--- config.mk ---
export PLATFORM = sky130hd
export DESIGN_NAME = iss_pair_top
export DESIGN_NICKNAME = d
export VERILOG_FILES = /design/src/rtl/iss_pair_pkg.sv /design/src/rtl/iss_decode.sv /design/src/rtl/iss_pair_ctrl.sv /design/src/rtl/iss_slot_regs.sv /design/src/rtl/iss_pair_top.sv
export SDC_FILE = /design/constraint.sdc
export NUM_CORES = 1
export LEC_CHECK = 0
export BUFFER_PORTS_ARGS = -buffer_cell sky130_fd_sc_hd__buf_2
export CAP_MARGIN = 15
export CORE_MARGIN = 10
export CORE_UTILIZATION = 48
export CTS_CLUSTER_SIZE = 25
export DETAILED_ROUTE_END_ITERATION = 10
export GPL_ROUTABILITY_DRIVEN = 0
export PLACE_DENSITY = 0.81
export SYNTH_ARGS = -nofsm -noshare
export SYNTH_HDL_FRONTEND = slang
export SYNTH_SLANG_ARGS = --single-unit
export TNS_END_PERCENT = 30
--- constraint.sdc ---
create_clock -name clk -period 3.84 [get_ports clk]
set_input_delay 0.192 -clock clk [delete_from_list [all_inputs] [get_ports clk]]
set_output_delay 0.192 -clock clk [all_outputs]
set_load 0.05 [all_outputs]
--- src/rtl/iss_pair_pkg.sv ---
package iss_pair_pkg;
  localparam int INSTR_W = 32;
  localparam int REG_W   = 5;
  localparam int POP_W   = 2;

  typedef struct packed {
    logic             isMem;
    logic             isLoad;
    logic             isCtl;
    logic [REG_W-1:0] dest;
    logic [REG_W-1:0] src1;
    logic [REG_W-1:0] src2;
  } instInfo_t;

  typedef enum logic [1:0] {SEL_NONE, SEL_HEAD, SEL_NEXT} slotSel_e;

  typedef struct packed {
    slotSel_e         topSel;
    slotSel_e         botSel;
    logic [POP_W-1:0] pop;
  } issueStrobe_t;
endpackage

--- src/rtl/iss_decode.sv ---
module iss_decode
  import iss_pair_pkg::*;
(
  input  logic [INSTR_W-1:0] instr,
  output instInfo_t          info
);
  logic [5:0] opc;
  logic [5:0] fnc;
  logic [REG_W-1:0] rsF, rtF, rdF;

  assign opc = instr[31:26];
  assign fnc = instr[5:0];
  assign rsF = instr[25:21];
  assign rtF = instr[20:16];
  assign rdF = instr[15:11];

  always_comb begin
    info        = '0;
    info.isMem  = opc[5];
    info.isLoad = opc[5] & ~opc[3];
    info.isCtl  = ((opc >= 6'd1) && (opc <= 6'd7)) ||
                  ((opc == 6'd0) && (fnc[5:1] == 5'b00100));
    if (opc == 6'd0)                     info.dest = rdF;
    else if (opc[5:3] == 3'b001)         info.dest = rtF;
    else if (opc[5] && !opc[3])          info.dest = rtF;
    else if (opc == 6'd3)                info.dest = '1;
    if ((opc != 6'd2) && (opc != 6'd3))  info.src1 = rsF;
    if ((opc == 6'd0) || (opc == 6'd4) || (opc == 6'd5) || (opc[5] && opc[3]))
      info.src2 = rtF;
  end
endmodule

--- src/rtl/iss_pair_ctrl.sv ---
module iss_pair_ctrl
  import iss_pair_pkg::*;
(
  input  logic         stall,
  input  logic         headValid,
  input  logic         nextValid,
  input  instInfo_t    headInfo,
  input  instInfo_t    nextInfo,
  output issueStrobe_t strb
);
  logic depRaw, depWaw, collapse;

  always_comb begin
    depRaw = (headInfo.dest != '0) &&
             ((headInfo.dest == nextInfo.src1) || (headInfo.dest == nextInfo.src2));
    depWaw = (headInfo.dest != '0) && (headInfo.dest == nextInfo.dest);
    collapse = headInfo.isLoad && nextInfo.isLoad && (headInfo.dest != '0) &&
               (headInfo.dest == nextInfo.dest) && (nextInfo.src1 != headInfo.dest);
  end

  always_comb begin
    strb = '{topSel: SEL_NONE, botSel: SEL_NONE, pop: '0};
    if (stall || !headValid) begin
      strb.pop = '0;
    end else if (headInfo.isCtl) begin
      if (nextValid) begin
        strb.topSel = SEL_HEAD;
        strb.botSel = SEL_NEXT;
        strb.pop    = 2'd2;
      end
    end else if (nextValid && collapse) begin
      strb.botSel = SEL_NEXT;
      strb.pop    = 2'd2;
    end else if (!nextValid || nextInfo.isCtl || depRaw || depWaw ||
                 (headInfo.isMem && nextInfo.isMem)) begin
      if (headInfo.isMem) strb.botSel = SEL_HEAD;
      else                strb.topSel = SEL_HEAD;
      strb.pop = 2'd1;
    end else if (headInfo.isMem) begin
      strb.topSel = SEL_NEXT;
      strb.botSel = SEL_HEAD;
      strb.pop    = 2'd2;
    end else begin
      strb.topSel = SEL_HEAD;
      strb.botSel = SEL_NEXT;
      strb.pop    = 2'd2;
    end
  end
endmodule

--- src/rtl/iss_slot_regs.sv ---
module iss_slot_regs
  import iss_pair_pkg::*;
(
  input  logic               clk,
  input  logic               rstN,
  input  issueStrobe_t       strb,
  input  logic [INSTR_W-1:0] headInstr,
  input  logic [INSTR_W-1:0] nextInstr,
  output logic [INSTR_W-1:0] topInstr,
  output logic               topValid,
  output logic [INSTR_W-1:0] botInstr,
  output logic               botValid
);
  function automatic logic [INSTR_W-1:0] pickWord(slotSel_e sel,
      logic [INSTR_W-1:0] h, logic [INSTR_W-1:0] n);
    case (sel)
      SEL_HEAD: return h;
      SEL_NEXT: return n;
      default:  return '0;
    endcase
  endfunction

  always_ff @(posedge clk) begin
    if (!rstN) begin
      topInstr <= '0;
      topValid <= 1'b0;
      botInstr <= '0;
      botValid <= 1'b0;
    end else begin
      topInstr <= pickWord(strb.topSel, headInstr, nextInstr);
      topValid <= (strb.topSel != SEL_NONE);
      botInstr <= pickWord(strb.botSel, headInstr, nextInstr);
      botValid <= (strb.botSel != SEL_NONE);
    end
  end
endmodule

--- src/rtl/iss_pair_top.sv ---
module iss_pair_top
  import iss_pair_pkg::*;
(
  input  logic               clk,
  input  logic               rstN,
  input  logic               stall,
  input  logic [INSTR_W-1:0] headInstr,
  input  logic               headValid,
  input  logic [INSTR_W-1:0] nextInstr,
  input  logic               nextValid,
  output logic [INSTR_W-1:0] topInstr,
  output logic               topValid,
  output logic [INSTR_W-1:0] botInstr,
  output logic               botValid,
  output logic [POP_W-1:0]   popCount
);
  instInfo_t    headInfo, nextInfo;
  issueStrobe_t strb;

  iss_decode u_decHead (.instr(headInstr), .info(headInfo));
  iss_decode u_decNext (.instr(nextInstr), .info(nextInfo));

  iss_pair_ctrl u_ctrl (
    .stall(stall), .headValid(headValid), .nextValid(nextValid),
    .headInfo(headInfo), .nextInfo(nextInfo), .strb(strb)
  );

  iss_slot_regs u_slots (
    .clk(clk), .rstN(rstN), .strb(strb),
    .headInstr(headInstr), .nextInstr(nextInstr),
    .topInstr(topInstr), .topValid(topValid),
    .botInstr(botInstr), .botValid(botValid)
  );

  assign popCount = strb.pop;
endmodule

==> metrics.sh <==
STATUS='complete, no violations'
SYN-MEAN-INSTANCE-AREA_UM2=9.02
HP-CLASS='input pin to flip-flop'
AREA.GROWTH.SYNTH_TO_FINAL_PCT=29.0
FIN_TNS_SETUP_NS=0
BUSIEST_LAYER='met2'
NETS_IN_THE_SYNTHESIZED_NETLIST=426
SYNTH_ENABLE_FLOP_CELLS=0
POST_SYNTHESIS_CELL_AREA_MM2=0.00317
INSERTEDDIODECOUNT=0
CLK_ROOT_BUFFER_CELL='sky130_fd_sc_hd__clkbuf_8'
NUMBER_OF_PINS_WITH_NEGATIVE_MAX_SLEW_SLACK_IN_THE_FINAL_REPORT=0
CTS-ROOT-TO-SINK-BUFFERS=2
IO_PINS=137
GRT.MET2_USAGE_PCT=32.2
DIE_HEIGHT_UM=101
DRC=0
WORST_SETUP_PATH_END_KIND='flip-flop'
GRT_OVERFLOW=0
DIE_AREA_MM2=0.0102
FINAL.FILL_COUNT=556
P_LEAK_nW=1.74
SYNTHDISTINCTLIBCELLS=59
DRT_ITER0_MARKERS=222
FINALSETUPVIOLCOUNT=0
NUM_VIAS=3328
MAX_CAP_VIOLATIONS=0
PLACE_HPWL_UM=8160
LARGEST_FANOUT_ON_THE_CRITICAL_PATH=27
DIEWIDTH_UM=101
SYNTHADDERAREAFRAC_PCT=2.37
VIAS_IN_THE_FIRST_GLOBAL_ROUTE=3306
NUMBER_OF_BUFFERS_CREATED_BY_CTS=9
SYNTH_SEQUENTIAL_AREA_RATIO_PCT=41.7
SYNTH_XOR_XNOR_AREA_SHARE_PCT=2.21
GLOBAL_ROUTE_USAGE_SUM_PCT=20.1
YOSYSTOPAREACELLSHARE_PCT=41.7
END_POINT_OF_THE_MOST_CRITICAL_HOLD_PATH='u_slots.botValid$_SDFF_PN0_'
GRT_START_MAX_NET_PINS=28
FINAL-HOLD-VIOLATION-COUNT=0
POST_CTS_RESIZE_COUNT=0
NNETSFINAL=560
CLOCK_TREE_FROM_TRITONCTS='yes'
WORST_SLEW_MARGIN_REL_PCT=64.6
SYNTH.CELLS.MOST_FREQUENT='sky130_fd_sc_hd__nor2_1, sky130_fd_sc_hd__a22oi_1, sky130_fd_sc_hd__dfxtp_1'
DRT.ANTENNA.VIOLATING_NETS=0
CLOCK-SINKS=66
POST_CTS_BUFFERS=0
GLOBALROUTEMET1UTIL_PCT=23.0
FINAL_LAYOUT_SIZE_SUFFIX_GT1_SHARE_PCT=37.2
IO_BUFFER_COUNT=136
FMAX_GHz=0.319
GRT_ANTENNA_BEFORE_REPAIR=0
WORST_PIN_SLEW_NS=0.526
YOSYSMOSTFREQUENTCELL='sky130_fd_sc_hd__nor2_1'
CRITICAL_PATH_ARRIVAL_NS=3.38
CTS_HTREE_LEVELS=3
YOSYS-TOP-CELLS-AREA='sky130_fd_sc_hd__dfxtp_1, sky130_fd_sc_hd__a22oi_1, sky130_fd_sc_hd__nor2_1, sky130_fd_sc_hd__ha_1, sky130_fd_sc_hd__clkbuf_1'
FINAL.PERIOD_UTILIZATION_PCT=81.7
CLOCK_PIN_SLEW_REPORTED_FOR_THE_WORST_SETUP_AND_HOLD_PATHS_AFTER_CLOCK_TREE_SYNTHESIS_NS=0.07
TOTALWIRELENGTH_UM=10600
FINAL.MIN_CLOCK_PERIOD_NS=3.14
HOLD_PATH.STARTPOINT='rstN'
WORST-SETUP-PATH-TYPE='input pin to flip-flop'
START_KIND='input pin'
CTS.HOLD.BUFFERS_ADDED=0
POST-SYNTH-TOP-AREA-CELL='sky130_fd_sc_hd__dfxtp_1'
POSTSYNTH.TOPFLOPCELL='sky130_fd_sc_hd__dfxtp_1'
WL_PER_CELL_UM=18.8
WIRE_LENGTH_OF_THE_FIRST_GLOBAL_ROUTING_PASS_UM=16600
SYNTH_COMPOUND_GATE_AREA_SHARE_PCT=28.5
YOSYS.AREA_SHARE.SIMPLE_PCT=21.1
YOSYS_WARNINGS=0
CP_DATA_REQUIRED_TIME_NS=4.08
MIN_PATH_CELLS=2
SEQ_CELLS_POST_SYNTH=66
AVGVIACOUNTPERCELL=5.88
GRT_SETUP_UNREPAIRED='no'
POWERDENSITY_mW_PER_MM2=350
FINAL.HOLD.WORST_SLACK_NS=0.0892
SYNTH.MUX.AREA_FRACTION_PCT=0.632
ASYNCSETRESETFLOPFRACSYNTH_PCT=0
GR-USAGE-MET3_PCT=7.76
NETLIST_INSTANCES=351
STARTING_UTILIZATION_OF_THE_CORE_AREA_PCT=49.6
DETAIL_ROUTE.FIRST_PASS.ITERATIONS=5
VDD.IR_DROP.WORST_mV=0.244
FLOORPLAN.CORE_AREA_MM2=0.00639
CORE.ROWCOUNT=29
SYNTH_TOP_FAMILY_BY_AREA='compound AO/OA/AOI/OAI gates'
-- power by group --
part	internal [mW]	total (mW)	switching [mW]
combinational	0.0960	0.251	0.155
sequential	0.689	0.691	0.00114
clock	0.225	0.488	0.263
total	1.01	1.43	0.419
-- critical path: stages --
cell and delay, ns:
sky130_fd_sc_hd__buf_2 0.14, sky130_fd_sc_hd__nor4_4 0.33, sky130_fd_sc_hd__nand2_2 0.24, sky130_fd_sc_hd__o22a_4 0.31
sky130_fd_sc_hd__or4_1 0.54, sky130_fd_sc_hd__nand4_1 0.16, sky130_fd_sc_hd__o211ai_2 0.14, sky130_fd_sc_hd__and3_1 0.19
sky130_fd_sc_hd__a2bb2oi_1 0.26, sky130_fd_sc_hd__ha_1 0.29, sky130_fd_sc_hd__nand2_1 0.26, sky130_fd_sc_hd__buf_12 0.22
sky130_fd_sc_hd__nor2_1 0.06
-- stage by stage --
stage / area (um2) / setup slack [ns] / instances / total power, mW / utilization (%)
final: 4080 / 0.701 / 566 / 1.43 / 63.9
after global routing: 4080 / 0.461 / 566 / 1.48 / 63.9
after CTS: 4080 / 0.729 / 566 / 1.43 / 63.9
after detailed placement: 3930 / 0.358 / 551 / 0.952 / 61.5
after global placement: 3930 / 0.454 / 551 / 0.949 / 61.5
after floorplan: 3170 / 0.880 / 351 / 0.854 / -
-- flip-flops by register name, summed over array words and instances (netlist names) --
signal            count
u_slots.botValid      1
u_slots.botInstr     32
u_slots.topValid      1
u_slots.topInstr     32
-- worst max-delay path by stage --
stage / start / end / depth (start not counted) / slack (ns)
final: headInstr[29] / u_slots.botInstr[10]$_SDFF_PN0_ / 13 / 0.70
after global routing: headInstr[29] / u_slots.topInstr[24]$_SDFF_PN0_ / 13 / 0.46
after CTS: headInstr[29] / u_slots.botInstr[1]$_SDFF_PN0_ / 13 / 0.73
after detailed placement: headInstr[29] / u_slots.botInstr[1]$_SDFF_PN0_ / 13 / 0.36
after global placement: headInstr[29] / u_slots.botInstr[28]$_SDFF_PN0_ / 13 / 0.45
after floorplan: headInstr[29] / u_slots.botInstr[10]$_SDFF_PN0_ / 13 / 0.88
-- cell usage in the layout, fill, tap and decap left out, types with 3 or more instances in the layout --
master	Yosys	layout
sky130_fd_sc_hd__ha_1	6	6
sky130_fd_sc_hd__buf_2	2	136
sky130_fd_sc_hd__buf_4	0	9
sky130_fd_sc_hd__xor2_1	4	4
sky130_fd_sc_hd__and3_1	3	3
sky130_fd_sc_hd__and2_1	5	5
sky130_fd_sc_hd__o221ai_1	4	4
sky130_fd_sc_hd__nand2_1	7	7
sky130_fd_sc_hd__nand4_1	4	4
sky130_fd_sc_hd__clkinv_2	0	4
sky130_fd_sc_hd__o21ai_0	9	9
sky130_fd_sc_hd__nor2_1	70	70
sky130_fd_sc_hd__xnor2_1	4	4
sky130_fd_sc_hd__nor3_1	3	3
sky130_fd_sc_hd__dfxtp_1	66	66
sky130_fd_sc_hd__or2_2	5	5
sky130_fd_sc_hd__o21a_1	5	5
sky130_fd_sc_hd__a22oi_1	68	68
sky130_fd_sc_hd__nand3_1	7	7
sky130_fd_sc_hd__nor2b_1	7	7
sky130_fd_sc_hd__o22ai_1	3	3
sky130_fd_sc_hd__clkbuf_8	0	9
-- metal layers --
metal	part of all wire, %	vias up
li1	-	1576
met1	39	1513
met2	46	213
met3	12	26
met4	2.5	0
met5	0	-
-- cell families (layout without fill, tap and decap cells) --
| group | after synthesis | after routing |
|---|---|---|
| AOI/OAI and AO/OA | 115 | 115 |
| xor gates and xnor gates | 8 | 8 |
| adders and majority gates | 6 | 6 |
| buffers and inverters | 24 | 162 |
| DFF | 66 | 66 |
| muxes | 2 | 2 |
| and+or+nand+nor | 130 | 130 |
-- final cells by class --
type / count / area [um2] / share of cell area, %
multi-input cells: 261 / 1740 / 42.5
flip-flops and latches: 66 / 1320 / 32.4
repair buffers: 146 / 768 / 18.8
clock buffers: 9 / 124 / 3.03
well taps: 77 / 96.3 / 2.36
clock inverters: 6 / 35.0 / 0.858
inverters: 1 / 3.75 / 0.0919
Note: power is estimated with default switching activity, not from simulation.
